[src/rtl/warp_ctl_pkg.sv]
package warp_ctl_pkg;
  typedef enum logic [2:0] {
    OP_TMC   = 3'd0,
    OP_SPAWN = 3'd1,
    OP_SPLIT = 3'd2,
    OP_JOIN  = 3'd3,
    OP_BAR   = 3'd4
  } wop_e;
  localparam int unsigned OP_W = 3;
endpackage

[src/rtl/warp_ctl_decode.sv]
module warp_ctl_decode
  import warp_ctl_pkg::*;
#(
  parameter int unsigned NUM_WARPS = 8,
  parameter int unsigned WID_W     = 5
) (
  input  logic                 fire_i,
  input  logic [OP_W-1:0]      op_i,
  input  logic [WID_W-1:0]     wid_i,
  output logic                 exec_o,
  output logic                 is_tmc_o,
  output logic                 is_spawn_o,
  output logic                 is_bar_o,
  output logic                 op_bad_o,
  output logic                 wid_bad_o,
  output logic [NUM_WARPS-1:0] wid_oh_o
);
  logic op_known;

  always_comb begin
    op_known = 1'b1;
    unique case (op_i)
      OP_TMC, OP_SPAWN, OP_SPLIT, OP_JOIN, OP_BAR: op_known = 1'b1;
      default: op_known = 1'b0;
    endcase
  end

  // extra top bit so the compare also works when NUM_WARPS == 2**WID_W
  assign wid_bad_o  = fire_i && ({1'b0, wid_i} >= (WID_W+1)'(NUM_WARPS));
  assign op_bad_o   = fire_i && !op_known;
  assign exec_o     = fire_i && op_known && !wid_bad_o;
  assign is_tmc_o   = (op_i == OP_TMC);
  assign is_spawn_o = (op_i == OP_SPAWN);
  assign is_bar_o   = (op_i == OP_BAR);

  for (genvar g = 0; g < NUM_WARPS; g++) begin : g_oh
    assign wid_oh_o[g] = (wid_i == WID_W'(g));
  end
endmodule

[src/rtl/warp_ctl_mask_upd.sv]
module warp_ctl_mask_upd #(
  parameter int unsigned NUM_WARPS = 8
) (
  input  logic                 exec_i,
  input  logic                 is_tmc_i,
  input  logic                 is_spawn_i,
  input  logic                 is_bar_i,
  input  logic [NUM_WARPS-1:0] wid_oh_i,
  input  logic [NUM_WARPS-1:0] wmask_i,
  input  logic [NUM_WARPS-1:0] cur_i,
  output logic [NUM_WARPS-1:0] nxt_o
);
  logic bar_empty;
  assign bar_empty = (wmask_i == '0);

  for (genvar g = 0; g < NUM_WARPS; g++) begin : g_bit
    always_comb begin
      nxt_o[g] = cur_i[g];
      if (exec_i) begin
        if (is_spawn_i)                         nxt_o[g] = wmask_i[g];
        else if (is_tmc_i && wid_oh_i[g])       nxt_o[g] = wmask_i[g];
        else if (is_bar_i && !bar_empty)        nxt_o[g] = cur_i[g] | wmask_i[g];
        else if (is_bar_i && wid_oh_i[g])       nxt_o[g] = 1'b0;
      end
    end
  end
endmodule

[src/rtl/warp_ctl_stall.sv]
module warp_ctl_stall #(
  parameter int unsigned NUM_WARPS = 8,
  parameter int unsigned WID_W     = 5
) (
  input  logic                 clk_i,
  input  logic                 rst_ni,
  input  logic                 set_i,
  input  logic [WID_W-1:0]     set_wid_i,
  input  logic [NUM_WARPS-1:0] clr_i,
  output logic [NUM_WARPS-1:0] stalled_o
);
  logic [NUM_WARPS-1:0] set_oh;
  logic [NUM_WARPS-1:0] stalled_q;

  for (genvar g = 0; g < NUM_WARPS; g++) begin : g_set
    assign set_oh[g] = set_i && (set_wid_i == WID_W'(g));
  end

  // release from an issued instruction wins over a new mark
  always_ff @(posedge clk_i or negedge rst_ni) begin
    if (!rst_ni) stalled_q <= '0;
    else         stalled_q <= (stalled_q | set_oh) & ~clr_i;
  end

  assign stalled_o = stalled_q;
endmodule

[src/rtl/warp_ctl_unit.sv]
module warp_ctl_unit
  import warp_ctl_pkg::*;
#(
  parameter int unsigned NUM_WARPS = 8,
  parameter int unsigned WID_W     = 5
) (
  input  logic                 clk_i,
  input  logic                 rst_ni,
  input  logic                 in_valid_i,
  output logic                 in_ready_o,
  input  logic [2:0]           in_op_i,
  input  logic [WID_W-1:0]     in_wid_i,
  input  logic [NUM_WARPS-1:0] in_wmask_i,
  input  logic                 in_fstall_i,
  input  logic                 stall_set_i,
  input  logic [WID_W-1:0]     stall_set_wid_i,
  output logic [NUM_WARPS-1:0] active_mask_o,
  output logic [NUM_WARPS-1:0] stalled_mask_o,
  output logic                 done_valid_o,
  output logic [WID_W-1:0]     done_wid_o,
  output logic                 err_op_o,
  output logic                 err_wid_o
);
  localparam logic [NUM_WARPS-1:0] ACT_RST = NUM_WARPS'(1);

  logic                 rdy_q, fire, exec, is_tmc, is_spawn, is_bar, op_bad, wid_bad;
  logic [NUM_WARPS-1:0] wid_oh, act_q, act_d, stall_clr;
  logic                 done_q, eop_q, ewid_q;
  logic [WID_W-1:0]     dwid_q;

  assign fire = in_valid_i && rdy_q;

  warp_ctl_decode #(.NUM_WARPS(NUM_WARPS), .WID_W(WID_W)) u_dec (
    .fire_i(fire), .op_i(in_op_i), .wid_i(in_wid_i), .exec_o(exec),
    .is_tmc_o(is_tmc), .is_spawn_o(is_spawn), .is_bar_o(is_bar),
    .op_bad_o(op_bad), .wid_bad_o(wid_bad), .wid_oh_o(wid_oh)
  );

  warp_ctl_mask_upd #(.NUM_WARPS(NUM_WARPS)) u_upd (
    .exec_i(exec), .is_tmc_i(is_tmc), .is_spawn_i(is_spawn), .is_bar_i(is_bar),
    .wid_oh_i(wid_oh), .wmask_i(in_wmask_i), .cur_i(act_q), .nxt_o(act_d)
  );

  assign stall_clr = (exec && in_fstall_i) ? wid_oh : '0;

  warp_ctl_stall #(.NUM_WARPS(NUM_WARPS), .WID_W(WID_W)) u_stall (
    .clk_i(clk_i), .rst_ni(rst_ni), .set_i(stall_set_i),
    .set_wid_i(stall_set_wid_i), .clr_i(stall_clr), .stalled_o(stalled_mask_o)
  );

  always_ff @(posedge clk_i or negedge rst_ni) begin
    if (!rst_ni) begin
      rdy_q  <= 1'b0;
      act_q  <= ACT_RST;
      done_q <= 1'b0;
      dwid_q <= '0;
      eop_q  <= 1'b0;
      ewid_q <= 1'b0;
    end else begin
      rdy_q  <= 1'b1;
      act_q  <= act_d;
      done_q <= exec;
      eop_q  <= op_bad;
      ewid_q <= wid_bad;
      if (exec) dwid_q <= in_wid_i;
    end
  end

  assign in_ready_o    = rdy_q;
  assign active_mask_o = act_q;
  assign done_valid_o  = done_q;
  assign done_wid_o    = dwid_q;
  assign err_op_o      = eop_q;
  assign err_wid_o     = ewid_q;
endmodule

[config.mk]
export PLATFORM = sky130hd
export DESIGN_NAME = warp_ctl_unit
export DESIGN_NICKNAME = d
export VERILOG_FILES = /design/src/rtl/warp_ctl_pkg.sv /design/src/rtl/warp_ctl_decode.sv /design/src/rtl/warp_ctl_mask_upd.sv /design/src/rtl/warp_ctl_stall.sv /design/src/rtl/warp_ctl_unit.sv
export SDC_FILE = /design/constraint.sdc
export NUM_CORES = 1
export LEC_CHECK = 0
export ABC_AREA = 1
export BUFFER_PORTS_ARGS = -buffer_cell sky130_fd_sc_hd__buf_2
export CAP_MARGIN = 20
export CORE_ASPECT_RATIO = 1.25
export CORE_UTILIZATION = 45
export DETAILED_ROUTE_END_ITERATION = 10
export GPL_TIMING_DRIVEN = 1
export PLACE_DENSITY = 0.82
export SLEW_MARGIN = 0
export SYNTH_ARGS = -nofsm -noshare
export SYNTH_HDL_FRONTEND = slang
export SYNTH_SLANG_ARGS = --single-unit
[constraint.sdc]
create_clock -name clk_i -period 1.9 [get_ports clk_i]
set_input_delay 0.095 -clock clk_i [delete_from_list [all_inputs] [get_ports clk_i]]
set_output_delay 0.095 -clock clk_i [all_outputs]
set_load 0.01 [all_outputs]
==> summary.txt <==
Run status
  • Outcome: complete, no violations

Timing
  • Max-slew violation count: 0
  • Minimum clock period: 1.19 ns
  • Fmax: 839 MHz
  • Hold Slack: approximately 0.11 ns
  • Final Setup Violations: 0
  • Final worst-path cycle share: 0.627
  • Setup_tns: 0 ns
  • Worst slew margin: 0.629
  • Clock skew: between 0.003 and 0.004 ns
  • Least-Margin Pin Slew: about 0.56 ns
  • Final hold viol count: 0
  • Unrepaired setup endpoints after global routing: no

Routing
  • First DRT Iteration DRCs: between 50 and 60
  • DRC violations left: 0
  • DR vias/cell: between 5 and 6
  • ANT nets after route: 0
  • Vias after detailed routing: about 1500
  • Drt first pass iters: 5
  • Drt wl/cell: about 12 um
  • Final WL: approximately 3.6 mm

Power
  • Pwr Density: approximately 670 nW/um^2
  • Switching share of total power: 0.300
  • Net Switching: 0.000371 W
  • Comb power frac: 0.242
  • Clk pwr share: 0.251
  • Pleak: about 1.0 nW
  • Pint: a little under 0.0009 W
  • Reg power frac: 0.508
  • Maximum VDD drop: between 0.0003 and 0.0004 V

Finish
  • Antenna cells: 0
  • Most frequent cells in the layout: 58 x nand2_1, 50 x buf_2, 34 x nand3_1
  • Nets@finish: 285
  • Cell area after layout: around 1900 sq um
  • Layout cells sized above 1: 0.310
  • Area Overhead vs Synth: 22.3%
  • Number of fill cells: about 330
  • Util after Layout: 0.577
  • Sequential Area: between 600 and 700 sq um
  • Most common cell after layout, fill and taps aside: nand2_1
  • Multi-input combinational cell area: between 700 and 800 sq um
  • Final Non-Filler Cells: ~300

Synthesis
  • Mapped Nets: between 200 and 250
  • Gate count of the mapped netlist: approximately 200
  • Sequential fraction of the synthesis area: 0.412
  • Cell Area, Synth: around 1500 sq um
  • Largest cells by area after synthesis: dfrtp_1 39%, nand2_1 14%, nand3_1 11%
  • Synthesis Warnings: 0
  • Syn_area_per_cell: 7.49 sq um
  • Largest area contributor in the netlist: dfrtp_1
  • Yosys top cell area share: 0.395
  • Seq cells post-synth: 25
  • Netlist cell types: 24

Floorplanning
  • Die height: between 60 and 70 um
  • Starting Density: 0.472
  • Die width: 54.0 um
  • Placeable Area: between 3000 and 4000 sq um
  • Number of I/O pins: just over 50
  • Rows: 23
  • Die ar.: ~3600 sq um

Global route
  • Initial antenna violation count: 0
  • Tot GR Track Use: 0.208
  • Largest net degree at the start of global routing: 26
  • First-pass GRT wire length: 5.42 mm
  • Vias in the first global route: between 1000 and 1500
  • GRT overflow: 0

CTS
  • Insertion delay to the later sink of the worst-skew pair: approximately 0.27 ns
  • CTS tree: done
  • Post CTS Setup Buffer Count: 0
  • Total CTS buffers: 3
  • CTS sink cnt: 25
  • Reg clk slew, reported paths: 0.08 ns
  • Post-CTS Resized: 0
  • # H-tree levels: 1
  • Clk root buf: clkbuf_8
  • CTS max path bufs: 2

Critical path
  • Buf/Inv on CP: 1
  • Slowest stage delay, CP: 0.30 ns
  • CP Max Fanout: 4
  • CP required: 2.06 ns
  • Setup Crit Path Kind: input port to flip-flop
  • Cell mode on critical path: nand2_1
  • CP top delay family: simple AND/OR/NAND/NOR gates
  • Worst EP arrival: 1.36 ns
  • Crit-path slowest cell: nor2_1
  • CP Launch Type: input port
  • Critical Path, Cell by Cell: buf_2 -> nor2_1 -> nand2_1 -> nor2_1 -> nand2_1 -> nand3_1 -> nand2_1 -> nand2_1 -> nand2_1
  • CP endpoint kind: flip-flop

Placement
  • Placed insts: 290
  • IO Port Bufs: 50
  • Routability cong.: 0.852
  • Placed inst area: ~1800 sq um
  • Hpwl dp: roughly 2.8 mm

Flow run
  • Maximum Capacitance Violations: 0

Min path
  • Worst min path class: input port to flip-flop
worst reg2reg max path: stages, from the launching register on:
cell and delay, ns:
dfrtp_1 0.42, nand4_4 0.20, clkinv_4 0.20, nand2_1 0.09, nand2_1 0.07, nand2_1 0.05
metal layers:
metal | up-vias | global-route usage | routed length [um]
met5 | - | 0 | 0
met4 | 0 | 0.0897 | 44
li1 | 764 | - | -
met1 | 679 | 0.249 | 1500
met2 | 65 | 0.364 | 1790
met3 | 5 | 0.0205 | 226
power by group through the flow:
stage	clock network [W]	registers (W)	logic [W]
6_report	0.000310	0.000629	0.000300
3_3_place_gp	0	0.000639	0.000293
4_1_cts	0.000316	0.000630	0.000303
2_1_floorplan	0	0.000671	0.000130
5_1_grt	0.000332	0.000636	0.000338
3_5_place_dp	0	0.000640	0.000300
synthesized netlist by cell type, drive strengths merged:
| library cell | count |
|---|---|
| buf | 1 |
| nand3 | 41 |
| inv | 24 |
| o21ai | 3 |
| a22oi | 2 |
| nor3 | 1 |
| dfstp | 1 |
| clkinv | 1 |
| a21oi | 11 |
| nand2 | 59 |
| or2 | 8 |
| nand4 | 1 |
| conb | 1 |
| nor2 | 23 |
| a31oi | 1 |
| nand3b | 1 |
| dfrtp | 24 |
area by class of cell:
class,instances,area share
sequential,25,0.337
clock buffer,4,0.0242
multi-input combinational,152,0.416
timing repair buffer,52,0.144
tap,37,0.0249
inverter,25,0.0545
per-stage QoR:
stage	power (W)	setup slack [ns]
floorplan	0.000801	0.812
global placement	0.000931	0.485
detailed placement	0.000940	0.431
CTS	0.00125	0.718
global route	0.00131	0.537
finish	0.00124	0.709
path summary, 6_finish.rpt:
kind                       slack (ns)  cells after the start                            to                    startpoint
min in group asynchronous        0.35                      2        done_valid_o$_DFF_PN0_                        rst_ni
min reg2reg                      0.49                      2  active_mask_o[0]$_DFFE_PN1P_  active_mask_o[0]$_DFFE_PN1P_
min                              0.11                      3            err_op_o$_DFF_PN0_                    in_valid_i
max                              0.71                      9  active_mask_o[5]$_DFFE_PN0P_                   in_wid_i[3]
max in group asynchronous        1.18                      2  active_mask_o[0]$_DFFE_PN1P_                        rst_ni
max reg2reg                      0.78                      5  active_mask_o[5]$_DFFE_PN0P_          in_ready_o$_DFF_PN0_
timing repair:
action	4_1_cts	5_1_grt
hold endpoints to repair	24	0
endpoints found under the setup margin	0	0
hold buffers	1	0
state kept, by name, summed over array words and instances, names as in the netlist:
signal	count
u_stall.stalled_o	8
in_ready_o	1
err_wid_o	1
done_wid_o	5
done_valid_o	1
err_op_o	1
active_mask_o	8
cells by family (layout without fill, tap and decap cells):
group	count (synthesis)	count (layout)	synth area share
and+or+nand+nor	134	134	0.446
buffers and inverters	26	81	0.0798
DFF	25	25	0.412
AOI/OAI and AO/OA	17	17	0.0600
other	1	1	0.00246
Power figures use the tool's default switching activity.
